**src/rtl/oa_pkg.sv**
```systemverilog
package oa_pkg;
  typedef enum logic [1:0] {
    OP_OPND = 2'd0,
    OP_JUMP = 2'd1,
    OP_LBA  = 2'd2,
    OP_ALT  = 2'd3
  } op_e;

  typedef enum logic [1:0] {
    FS_IDLE = 2'd0,
    FS_REQ  = 2'd1,
    FS_WAIT = 2'd2
  } fstate_e;
endpackage

```
**src/rtl/oa_base_rf.sv**
```systemverilog
module oa_base_rf #(
  parameter int NREG = 8,
  parameter int AW   = 32,
  localparam int SW  = $clog2(NREG)
) (
  input  logic          clk_i,
  input  logic          rst_ni,
  input  logic          we_i,
  input  logic [SW-1:0] wsel_i,
  input  logic [AW-1:0] wdata_i,
  input  logic [SW-1:0] rsel_i,
  output logic [AW-1:0] rdata_o
);
  logic [AW-1:0] regs_q [NREG];

  for (genvar k = 0; k < NREG; k++) begin : g_reg
    if (k == 0) begin : g_zero
      // entry zero selects register mode, so it never carries an address
      assign regs_q[k] = '0;
    end else begin : g_ff
      always_ff @(posedge clk_i or negedge rst_ni) begin
        if (!rst_ni)                              regs_q[k] <= '0;
        else if (we_i && wsel_i == SW'(k))        regs_q[k] <= wdata_i;
      end
    end
  end

  assign rdata_o = regs_q[rsel_i];

  assert_base_write_R5: assert property (@(posedge clk_i) disable iff (!rst_ni)
    (we_i && wsel_i != '0) |=> regs_q[$past(wsel_i)] == $past(wdata_i));
endmodule

```
**src/rtl/oa_addr_calc.sv**
```systemverilog
module oa_addr_calc #(
  parameter int NREG = 8,
  parameter int AW   = 32,
  parameter int DW   = 16,
  localparam int SW  = $clog2(NREG)
) (
  input  logic [AW-1:0]      base_val_i,
  input  logic [NREG*AW-1:0] xreg_i,
  input  logic [SW-1:0]      idx_sel_i,
  input  logic [DW-1:0]      disp_i,
  output logic [AW-1:0]      ea_o
);
  logic [AW-1:0] idx_term;

  always_comb begin
    idx_term = '0;
    if (idx_sel_i != '0) idx_term = xreg_i[idx_sel_i*AW +: AW];
    ea_o = base_val_i + {{(AW-DW){1'b0}}, disp_i} + idx_term;
  end
endmodule

```
**src/rtl/oa_indirect_fetch.sv**
```systemverilog
module oa_indirect_fetch
  import oa_pkg::*;
#(
  parameter int AW = 32
) (
  input  logic          clk_i,
  input  logic          rst_ni,
  input  logic          start_i,
  input  logic          indirect_i,
  input  logic [AW-1:0] ea_i,
  output logic          busy_o,
  output logic          rd_valid_o,
  input  logic          rd_ready_i,
  output logic [AW-1:0] rd_addr_o,
  input  logic          rd_data_valid_i,
  input  logic [AW-1:0] rd_data_i,
  output logic          tgt_valid_o,
  output logic [AW-1:0] tgt_o
);
  fstate_e       state_q;
  logic [AW-1:0] addr_q, tgt_q;
  logic          tgt_v_q;

  always_ff @(posedge clk_i or negedge rst_ni) begin
    if (!rst_ni) begin
      state_q <= FS_IDLE;
      addr_q  <= '0;
      tgt_q   <= '0;
      tgt_v_q <= 1'b0;
    end else begin
      tgt_v_q <= 1'b0;
      unique case (state_q)
        FS_IDLE: if (start_i) begin
          if (indirect_i) begin
            addr_q  <= ea_i;
            state_q <= FS_REQ;
          end else begin
            tgt_q   <= ea_i;
            tgt_v_q <= 1'b1;
          end
        end
        FS_REQ:  if (rd_ready_i) state_q <= FS_WAIT;
        FS_WAIT: if (rd_data_valid_i) begin
          tgt_q   <= rd_data_i;
          tgt_v_q <= 1'b1;
          state_q <= FS_IDLE;
        end
        default: state_q <= FS_IDLE;
      endcase
    end
  end

  assign busy_o      = state_q != FS_IDLE;
  assign rd_valid_o  = state_q == FS_REQ;
  assign rd_addr_o   = addr_q;
  assign tgt_valid_o = tgt_v_q;
  assign tgt_o       = tgt_q;

  assert_rd_hold_R8: assert property (@(posedge clk_i) disable iff (!rst_ni)
    (rd_valid_o && !rd_ready_i) |=> (rd_valid_o && $stable(rd_addr_o)));
  assert_busy_R8: assert property (@(posedge clk_i) disable iff (!rst_ni)
    rd_valid_o |-> busy_o);
  assert_tgt_after_data_R9: assert property (@(posedge clk_i) disable iff (!rst_ni)
    (state_q == FS_WAIT && rd_data_valid_i) |=> (tgt_valid_o && tgt_o == $past(rd_data_i)));
endmodule

```
**src/rtl/oa_operand_addr.sv**
```systemverilog
module oa_operand_addr
  import oa_pkg::*;
(
  input  logic         clk_i,
  input  logic         rst_ni,
  input  logic         req_valid_i,
  output logic         req_ready_o,
  input  logic [1:0]   op_i,
  input  logic [2:0]   dst_sel_i,
  input  logic [2:0]   idx_sel_i,
  input  logic [2:0]   base_sel_i,
  input  logic [15:0]  disp_i,
  input  logic [255:0] xreg_i,
  input  logic         base_we_i,
  input  logic [2:0]   base_wsel_i,
  input  logic [31:0]  base_wdata_i,
  output logic         res_valid_o,
  output logic [31:0]  ea_o,
  output logic         use_mem_o,
  output logic [2:0]   src_reg_o,
  output logic         rd_valid_o,
  input  logic         rd_ready_i,
  output logic [31:0]  rd_addr_o,
  input  logic         rd_data_valid_i,
  input  logic [31:0]  rd_data_i,
  output logic         tgt_valid_o,
  output logic [31:0]  tgt_o
);
  localparam int NREG = 8;
  localparam int AW   = 32;
  localparam int DW   = 16;
  localparam int SW   = $clog2(NREG);

  op_e           op;
  logic          accept, busy, is_opnd, is_lba, is_jump, reg_mode;
  logic          rf_we;
  logic [SW-1:0] rf_wsel;
  logic [AW-1:0] rf_wdata, base_val, ea;
  logic          res_v_q, mem_q;
  logic [AW-1:0] ea_q;
  logic [SW-1:0] src_q;

  assign op       = op_e'(op_i);
  assign accept   = req_valid_i && !busy;
  assign is_jump  = op == OP_JUMP;
  assign is_lba   = op == OP_LBA;
  assign is_opnd  = !is_jump && !is_lba;
  assign reg_mode = is_opnd && base_sel_i == '0;

  // address generation takes priority over the external write port
  always_comb begin
    rf_we    = base_we_i;
    rf_wsel  = base_wsel_i;
    rf_wdata = base_wdata_i;
    if (accept && is_lba) begin
      rf_we    = 1'b1;
      rf_wsel  = dst_sel_i;
      rf_wdata = ea;
    end
  end

  oa_base_rf #(.NREG(NREG), .AW(AW)) u_base_rf (
    .clk_i, .rst_ni,
    .we_i(rf_we), .wsel_i(rf_wsel), .wdata_i(rf_wdata),
    .rsel_i(base_sel_i), .rdata_o(base_val)
  );

  oa_addr_calc #(.NREG(NREG), .AW(AW), .DW(DW)) u_addr_calc (
    .base_val_i(base_val), .xreg_i, .idx_sel_i, .disp_i, .ea_o(ea)
  );

  oa_indirect_fetch #(.AW(AW)) u_fetch (
    .clk_i, .rst_ni,
    .start_i(accept && is_jump), .indirect_i(idx_sel_i != '0), .ea_i(ea),
    .busy_o(busy),
    .rd_valid_o, .rd_ready_i, .rd_addr_o, .rd_data_valid_i, .rd_data_i,
    .tgt_valid_o, .tgt_o
  );

  always_ff @(posedge clk_i or negedge rst_ni) begin
    if (!rst_ni) begin
      res_v_q <= 1'b0;
      mem_q   <= 1'b0;
      ea_q    <= '0;
      src_q   <= '0;
    end else begin
      res_v_q <= accept && !is_jump;
      if (accept && !is_jump) begin
        mem_q <= is_opnd && !reg_mode;
        ea_q  <= reg_mode ? '0 : ea;
        src_q <= idx_sel_i;
      end
    end
  end

  assign req_ready_o = !busy;
  assign res_valid_o = res_v_q;
  assign use_mem_o   = mem_q;
  assign ea_o        = ea_q;
  assign src_reg_o   = src_q;

  assert_excl_valid_R10: assert property (@(posedge clk_i) disable iff (!rst_ni)
    $onehot0({res_valid_o, tgt_valid_o}));
  assert_lba_no_read_R6: assert property (@(posedge clk_i) disable iff (!rst_ni)
    (accept && is_lba) |=> (res_valid_o && !use_mem_o && !rd_valid_o));
  assert_res_pulse_R10: assert property (@(posedge clk_i) disable iff (!rst_ni)
    (res_valid_o && !$past(accept)) |-> 1'b0);
endmodule

```
**config.mk**
```make
export PLATFORM = sky130hd
export DESIGN_NAME = oa_operand_addr
export DESIGN_NICKNAME = d
export VERILOG_FILES = /design/src/rtl/oa_pkg.sv /design/src/rtl/oa_base_rf.sv /design/src/rtl/oa_addr_calc.sv /design/src/rtl/oa_indirect_fetch.sv /design/src/rtl/oa_operand_addr.sv
export SDC_FILE = /design/constraint.sdc
export NUM_CORES = 1
export LEC_CHECK = 0
export BUFFER_PORTS_ARGS = -buffer_cell sky130_fd_sc_hd__buf_2
export CAP_MARGIN = 20
export CORE_MARGIN = 1
export CORE_UTILIZATION = 59
export CTS_CLUSTER_DIAMETER = 100
export CTS_CLUSTER_SIZE = 25
export DETAILED_ROUTE_END_ITERATION = 8
export PLACE_DENSITY = 0.95
export SYNTH_ARGS = -nofsm -noshare
export SYNTH_HDL_FRONTEND = slang
export SYNTH_HIERARCHICAL = 1
export SYNTH_SLANG_ARGS = --single-unit
```
**constraint.sdc**
```tcl
create_clock -name clk_i -period 8.3 [get_ports clk_i]
set_input_delay 1.245 -clock clk_i [delete_from_list [all_inputs] [get_ports clk_i]]
set_output_delay 1.245 -clock clk_i [all_outputs]
set_load 0.005 [all_outputs]
```
; ---- Word-level counts from Yosys, hierarchy flattened
; Index checks and enable logic that the tools add are counted.
[word_totals]
ff_bits = 328
input_bits = 356
out_inout_bits = 104
word_cells = 83
[classes]
n_addsub = 2
order_cmp = 1
n_eq_ne = 16
n_shift = 1
mux = 21
n_bitwise = 1
n_reduce_logical = 26
[op_table]
columns = op, count
row1 = $mux 32, 8
row2 = $shiftx 256x9->32, 1
row3 = $bmux 32 s3, 1
row4 = $pmux 32 s2, 1
row5 = $add 32x16->32, 1
row6 = $add 32x32->32, 1
row7 = $logic_and 1x1->1, 14
row8 = $eq 3x3->1 const B, 4
row9 = $mux 2, 4
row10 = $reduce_and 4->1, 2
row11 = $eq 3x2->1 const B, 2
row12 = $ne 2x1->1 const B, 3
row13 = $pmux 2 s3, 1
row14 = $eq 2x1->1 const B, 2
row15 = $eq 2x2->1 const B, 2
row16 = $ge 4x4->1 const B, 1
row17 = $logic_not 1->1, 4
row18 = $mux 1, 4
row19 = $ne 2x2->1 const B, 2
row20 = $not 3->4, 1
row21 = $reduce_bool 2->1, 2
row22 = $eq 3x1->1 const B, 1
row23 = $logic_not 3->1, 1
row24 = $mux 3, 1
row25 = other kinds (4), 4

; ---- Depth between registers and ports, before layout
[logic_depth]
ltp_word = 9
depth_mapped = 18
ltp_nobuf = 15

; ---- Cells and area by module
; Netlist, hierarchy kept.
[modules_own_cells]
columns = mod, instances, cells_per_inst, area_per_inst_um2, seq_area_each_um2
row1 = oa_base_rf, 1, 675, 10456.3, 5605.4
row2 = oa_addr_calc, 1, 504, 4174.0, 0.0
row3 = oa_indirect_fetch, 1, 186, 3047.9, 1676.6
row4 = oa_operand_addr, 1, 173, 2087.0, 925.9

; ---- Worst setup path before layout
; Ideal clock, no wire load.
[synth_path]
path_type = input-to-reg
from = input port idx_sel_i[1]
to = register u_base_rf/regs_q[29] in the netlist's numbering
setup_time_ps = 128
t_arrival_ps = 5360
t_required_ps = 8172
path_slack_ps = 2812
path_stages = 17
n_path_buf = 3
path_cell_list = buf_2 -> buf_2 -> clkbuf_1 -> mux4_2 -> nor2_1 -> nor2_1 -> fa_1 -> ha_1 -> fa_1 -> a211oi_2 -> o21ai_2 -> a211oi_4 -> o21ai_2 -> a221oi_2 -> xnor2_1 -> mux2_2 -> mux2_1
[synth_via]
elab_chain_cells = 4
elab_cells_between_ends = 5
classes_between = 1 x add/sub / 1 x shift / 2 x mux / 1 x reduce/logical
[synth_lines]
columns = item, line
row1 = from (decl), oa_operand_addr.sv:10  ; input logic [2:0] idx_sel_i,
row2 = $shiftx 256x9->32 / $reduce_bool 3->1 (equally long branches), oa_addr_calc.sv:17  ; if (idx_sel_i != '0) idx_term = xreg_i[idx_sel_i*AW +: AW];
row3 = $mux 32 *, oa_addr_calc.sv:17
row4 = $add 32x32->32 *, oa_addr_calc.sv:18  ; ea_o = base_val_i + {{(AW-DW){1'b0}}, disp_i} + idx_term;
row5 = via ea[29], oa_operand_addr.sv:38  ; logic [AW-1:0] rf_wdata, base_val, ea;
row6 = $mux 32 *, oa_operand_addr.sv:55  ; if (accept && is_lba) begin
row7 = via rf_wdata[29], oa_operand_addr.sv:38
row8 = "to (signal, indexed assignment)", oa_base_rf.sv:23  ; else if (we_i && wsel_i == SW'(k)) regs_q[k] <= wdata_i;
row9 = to (decl), oa_base_rf.sv:14  ; logic [AW-1:0] regs_q [NREG];
; Mark *: on every way through the listed nets, which the timed path passes. The rest lies on a longest branch.
; A chain may end at the register's enable or synchronous reset.

; ---- Worst setup path in the final report
[layout_path]
from = input port base_sel_i[1]
to = register u_base_rf/regs_q[62] in the netlist's numbering
[layout_via]
elab_chain_cells = 7
[layout_lines]
columns = item, line
row1 = from (decl), oa_operand_addr.sv:11  ; input logic [2:0] base_sel_i,
row2 = $not 3->4 (not written as such), oa_base_rf.sv:28  ; assign rdata_o = regs_q[rsel_i];
row3 = $bmux 32 s3, oa_base_rf.sv:28
row4 = $mux 32 (not written as such) (2 in a row), oa_base_rf.sv:28
row5 = via base_val[15], oa_operand_addr.sv:38
row6 = $add 32x16->32, oa_addr_calc.sv:18
row7 = $add 32x32->32, oa_addr_calc.sv:18
row8 = via ea[30], oa_operand_addr.sv:38
row9 = $mux 32, oa_operand_addr.sv:55
row10 = via rf_wdata[30], oa_operand_addr.sv:38
; The timed path passes the listed nets, and every way through them passes these cells. The select of a mux whose other input is x is not followed.

==> results.sh <==
export IMPL_outcome="finished, final reports clean"
export IMPL_die_y_microns=185
export IMPL_syn_num_nets=1958
export IMPL_clockRootBuffer="clkbuf_16"
export IMPL_ys_seq_elements=328
export IMPL_fmax_ghz=0.145
export IMPL_cts_resized=0
export IMPL_cts_sinks=328
export IMPL_fin_crit_sh_pct=82.8
export IMPL_startpoint="base_sel_i[1]"
export IMPL_swShare_pct=38.7
export IMPL_finalSetupViolCount=0
export IMPL_syn_area_sq_um=19800
export IMPL_dieArea_sq_um=34200
export IMPL_ys_seq_area_share_pct=41.5
export IMPL_fin_worst_skew_ns=0.0257
export IMPL_crit_type="in2reg"
export IMPL_grt_pass1_wl_microns=91700
export IMPL_gp_congestion=0.958
export IMPL_pwr_share_seq_pct=37.7
export IMPL_cts_setup_buffers=0
export IMPL_dpl_worst_slack_ns=1.17
export IMPL_syn_area_per_cell_sq_um=12.9
export IMPL_ys_flop_type="dfrtp_1"
export IMPL_synth_async_sr_flop_share_pct=100
export IMPL_hpwl_microns=44700
export IMPL_wl_microns=62000
export IMPL_area_growth_pct=13.5
export IMPL_coreArea_sq_um=32800
export IMPL_cts_buffer_depth=3
export IMPL_start_kind="input port"
export IMPL_p_leak_nw=10.3
export IMPL_antenna_found_initial=12
export IMPL_clkPwrFrac_pct=12.4
export IMPL_netlist_top_cells_area="dfrtp_1 (42%), mux2_2 (17%), mux2_4 (6.8%), a221oi_1 (4.2%), mux4_2 (3.6%)"
export IMPL_powerDensity_nw_per_um2=320
export IMPL_end_kind="register"
export IMPL_grt_max_degree=165
export IMPL_tightest_slew_ns=1.14
export IMPL_grt_pass1_vias=15510
export IMPL_synthTopCellsByCount="dfrtp_1 (328), mux2_2 (306), a221oi_1 (94), mux2_4 (89), nor2_1 (78)"
export IMPL_cts_buffers=17
export IMPL_io_pins=460
export IMPL_route_vias_total=15638
export IMPL_final_nets=2312
export IMPL_reg2reg_depth=13
export IMPL_synth_cell_types=78
export IMPL_combPwrFrac_pct=49.8
export IMPL_port_buffer_count=431
export IMPL_hold_viol=0
export IMPL_drtAntennaViolNets=0
export IMPL_tritoncts="yes"
export IMPL_slew_headroom_pct=23.7
export IMPL_rows=66
export IMPL_finalWorstSetupSlack_ns=1.43
export IMPL_syn_instance_count=1538
export IMPL_worstHoldStart="ea_o[0]"
export IMPL_nFillCells=2174
export IMPL_hold_buffers=0
export IMPL_p_sw_w=0.00278
export IMPL_dieWidth_microns=185
export IMPL_maxCapViolCount=0
export IMPL_grt_overflow=0
export IMPL_dr_pass1_iters=6
export IMPL_synth_most_common_cell="dfrtp_1"
export IMPL_drv_slew=0
export IMPL_avgRoutedWirePerCell_microns=26.5
export IMPL_final_layout_size_suffix_gt1_share_pct=49.3
export IMPL_arrival_ns=7.32
export IMPL_start_util_pct=60.3
export IMPL_vdd_drop_max_mv=0.178
export IMPL_worstHoldPathCells=1
export IMPL_intPower_w=0.00440
export IMPL_worstPathMaxFanout=44
export IMPL_insertion_delay_ns=0.52
export IMPL_synth_edf_count=0
export IMPL_synth_top_area_share_pct=41.5
export IMPL_hp_class="reg2reg"
export IMPL_grt_total_usage_pct=35.5
export IMPL_cp_required_ns=8.75
export IMPL_netlist_top_cell_by_area="dfrtp_1"
export IMPL_avgViaCountPerCell=6.67
export IMPL_h_tree_depth=1
export IMPL_yosysWarnings=6
export IMPL_clkSlewWorstSetupHoldPaths_ns=0.10
export IMPL_setup_tns_ns=0
export IMPL_r2r_start="u_base_rf/regs_q[196]"
export IMPL_rsz0062_at_grt="no"
export IMPL_drtIter0Drc=1448
export IMPL_post_route_drc_count=0
export IMPL_min_period_ns=6.87
[registers in the layout, indices dropped and copies added (netlist names)]
register	flops
u_fetch/tgt_o	32
use_mem_o	1
u_fetch/state_q	2
u_fetch/tgt_valid_o	1
ea_o	32
u_fetch/rd_addr_o	32
u_base_rf/regs_q	224
src_reg_o	3
res_valid_o	1
[final cells by class]
class | count | area (sq um) | share of cell area, %
clock inverter | 3 | 27.5 | 0.123
inverter | 23 | 86.3 | 0.385
tap | 442 | 553 | 2.46
timing repair buffer | 458 | 2410 | 10.7
clock buffer | 17 | 425 | 1.90
sequential | 328 | 8210 | 36.6
multi-input combinational | 1064 | 10700 | 47.7
antenna | 9 | 22.5 | 0.100
[power groups by stage]
stage | Combinational (W) | Clock (W) | Sequential (W)
final | 0.00358 | 0.000894 | 0.00271
after global routing | 0.00380 | 0.000954 | 0.00277
after CTS | 0.00348 | 0.000899 | 0.00269
after detailed placement | 0.00345 | 0 | 0.00271
after global placement | 0.00327 | 0 | 0.00263
after floorplan | 0.00234 | 0 | 0.00262
[through the flow]
stage / power, W / hold slack, ns / util (%) / cells / area (sq um)
2_1_floorplan: 0.00496 / 0.458 / - / 1538 / 19800
3_3_place_gp: 0.00591 / 0.467 / 66.9 / 2314 / 21900
3_5_place_dp: 0.00616 / 0.476 / 66.9 / 2314 / 21900
4_1_cts: 0.00707 / 0.499 / 68.3 / 2334 / 22400
5_1_grt: 0.00753 / 0.502 / 68.4 / 2338 / 22400
6_report: 0.00719 / 0.495 / 68.4 / 2344 / 22400
[path summary, 6_finish.rpt]
check	to	slack [ns]
worst min-delay path	ea_o[0]	0.50
worst min register to register	ea_o[0]	0.50
worst max-delay path	u_base_rf/regs_q[62]	1.43
min in group asynchronous	u_base_rf/regs_q[68]	0.72
worst max register to register	u_base_rf/regs_q[62]	3.34
max in group asynchronous	ea_o[28]	6.20
[layout by cell type (no fill, tap or decap), types with 4 or more instances in the layout]
| cell | count |
|---|---|
| and3_1 | 4 |
| clkbuf_16 | 17 |
| a221oi_1 | 94 |
| diode_2 | 9 |
| dfrtp_1 | 328 |
| mux2_4 | 89 |
| o21bai_1 | 4 |
| xnor2_1 | 18 |
| mux2i_1 | 69 |
| nand4_1 | 8 |
| mux2_1 | 24 |
| mux2_2 | 306 |
| nand3_1 | 7 |
| a21o_1 | 6 |
| mux4_2 | 32 |
| o21ai_0 | 29 |
| a32o_1 | 32 |
| buf_2 | 427 |
| nand2_1 | 37 |
| nor2_1 | 78 |
| a21oi_1 | 26 |
| inv_1 | 22 |
| fa_1 | 17 |
| nor2b_1 | 40 |
| ha_1 | 47 |
| xor2_1 | 8 |
| buf_4 | 28 |
| nor3_1 | 9 |
[layer usage]
metal	GRT usage, %	vias to the layer above	wire length [microns]
li1	-	6493	-
met3	10.6	212	6830
met5	0	-	81
met4	19.2	12	3390
met1	44.5	7874	23300
met2	55.0	1047	28400
[worst max-delay path, cell delays in order]
cell,delay [ns]
buf_4,0.56
and2b_1,0.70
buf_4,0.43
a221oi_1,0.18
a221oi_1,0.43
fa_1,0.52
ha_1,0.45
a21oi_1,0.15
o21a_1,0.22
o31ai_1,0.47
a211o_1,0.24
nor4_1,0.08
a2111oi_1,0.97
mux2_2,0.42
mux2_1,0.19
[kinds of logic after synthesis]
family          share of synthesized area (%)
flops                                    41.5
compound gates                           9.77
fa+ha+maj                                4.70
mux                                      32.7
simple gates                             5.77
buf+inv                                  4.38
xor+xnor                                 1.15
Note: power is estimated with default switching activity, not from simulation.
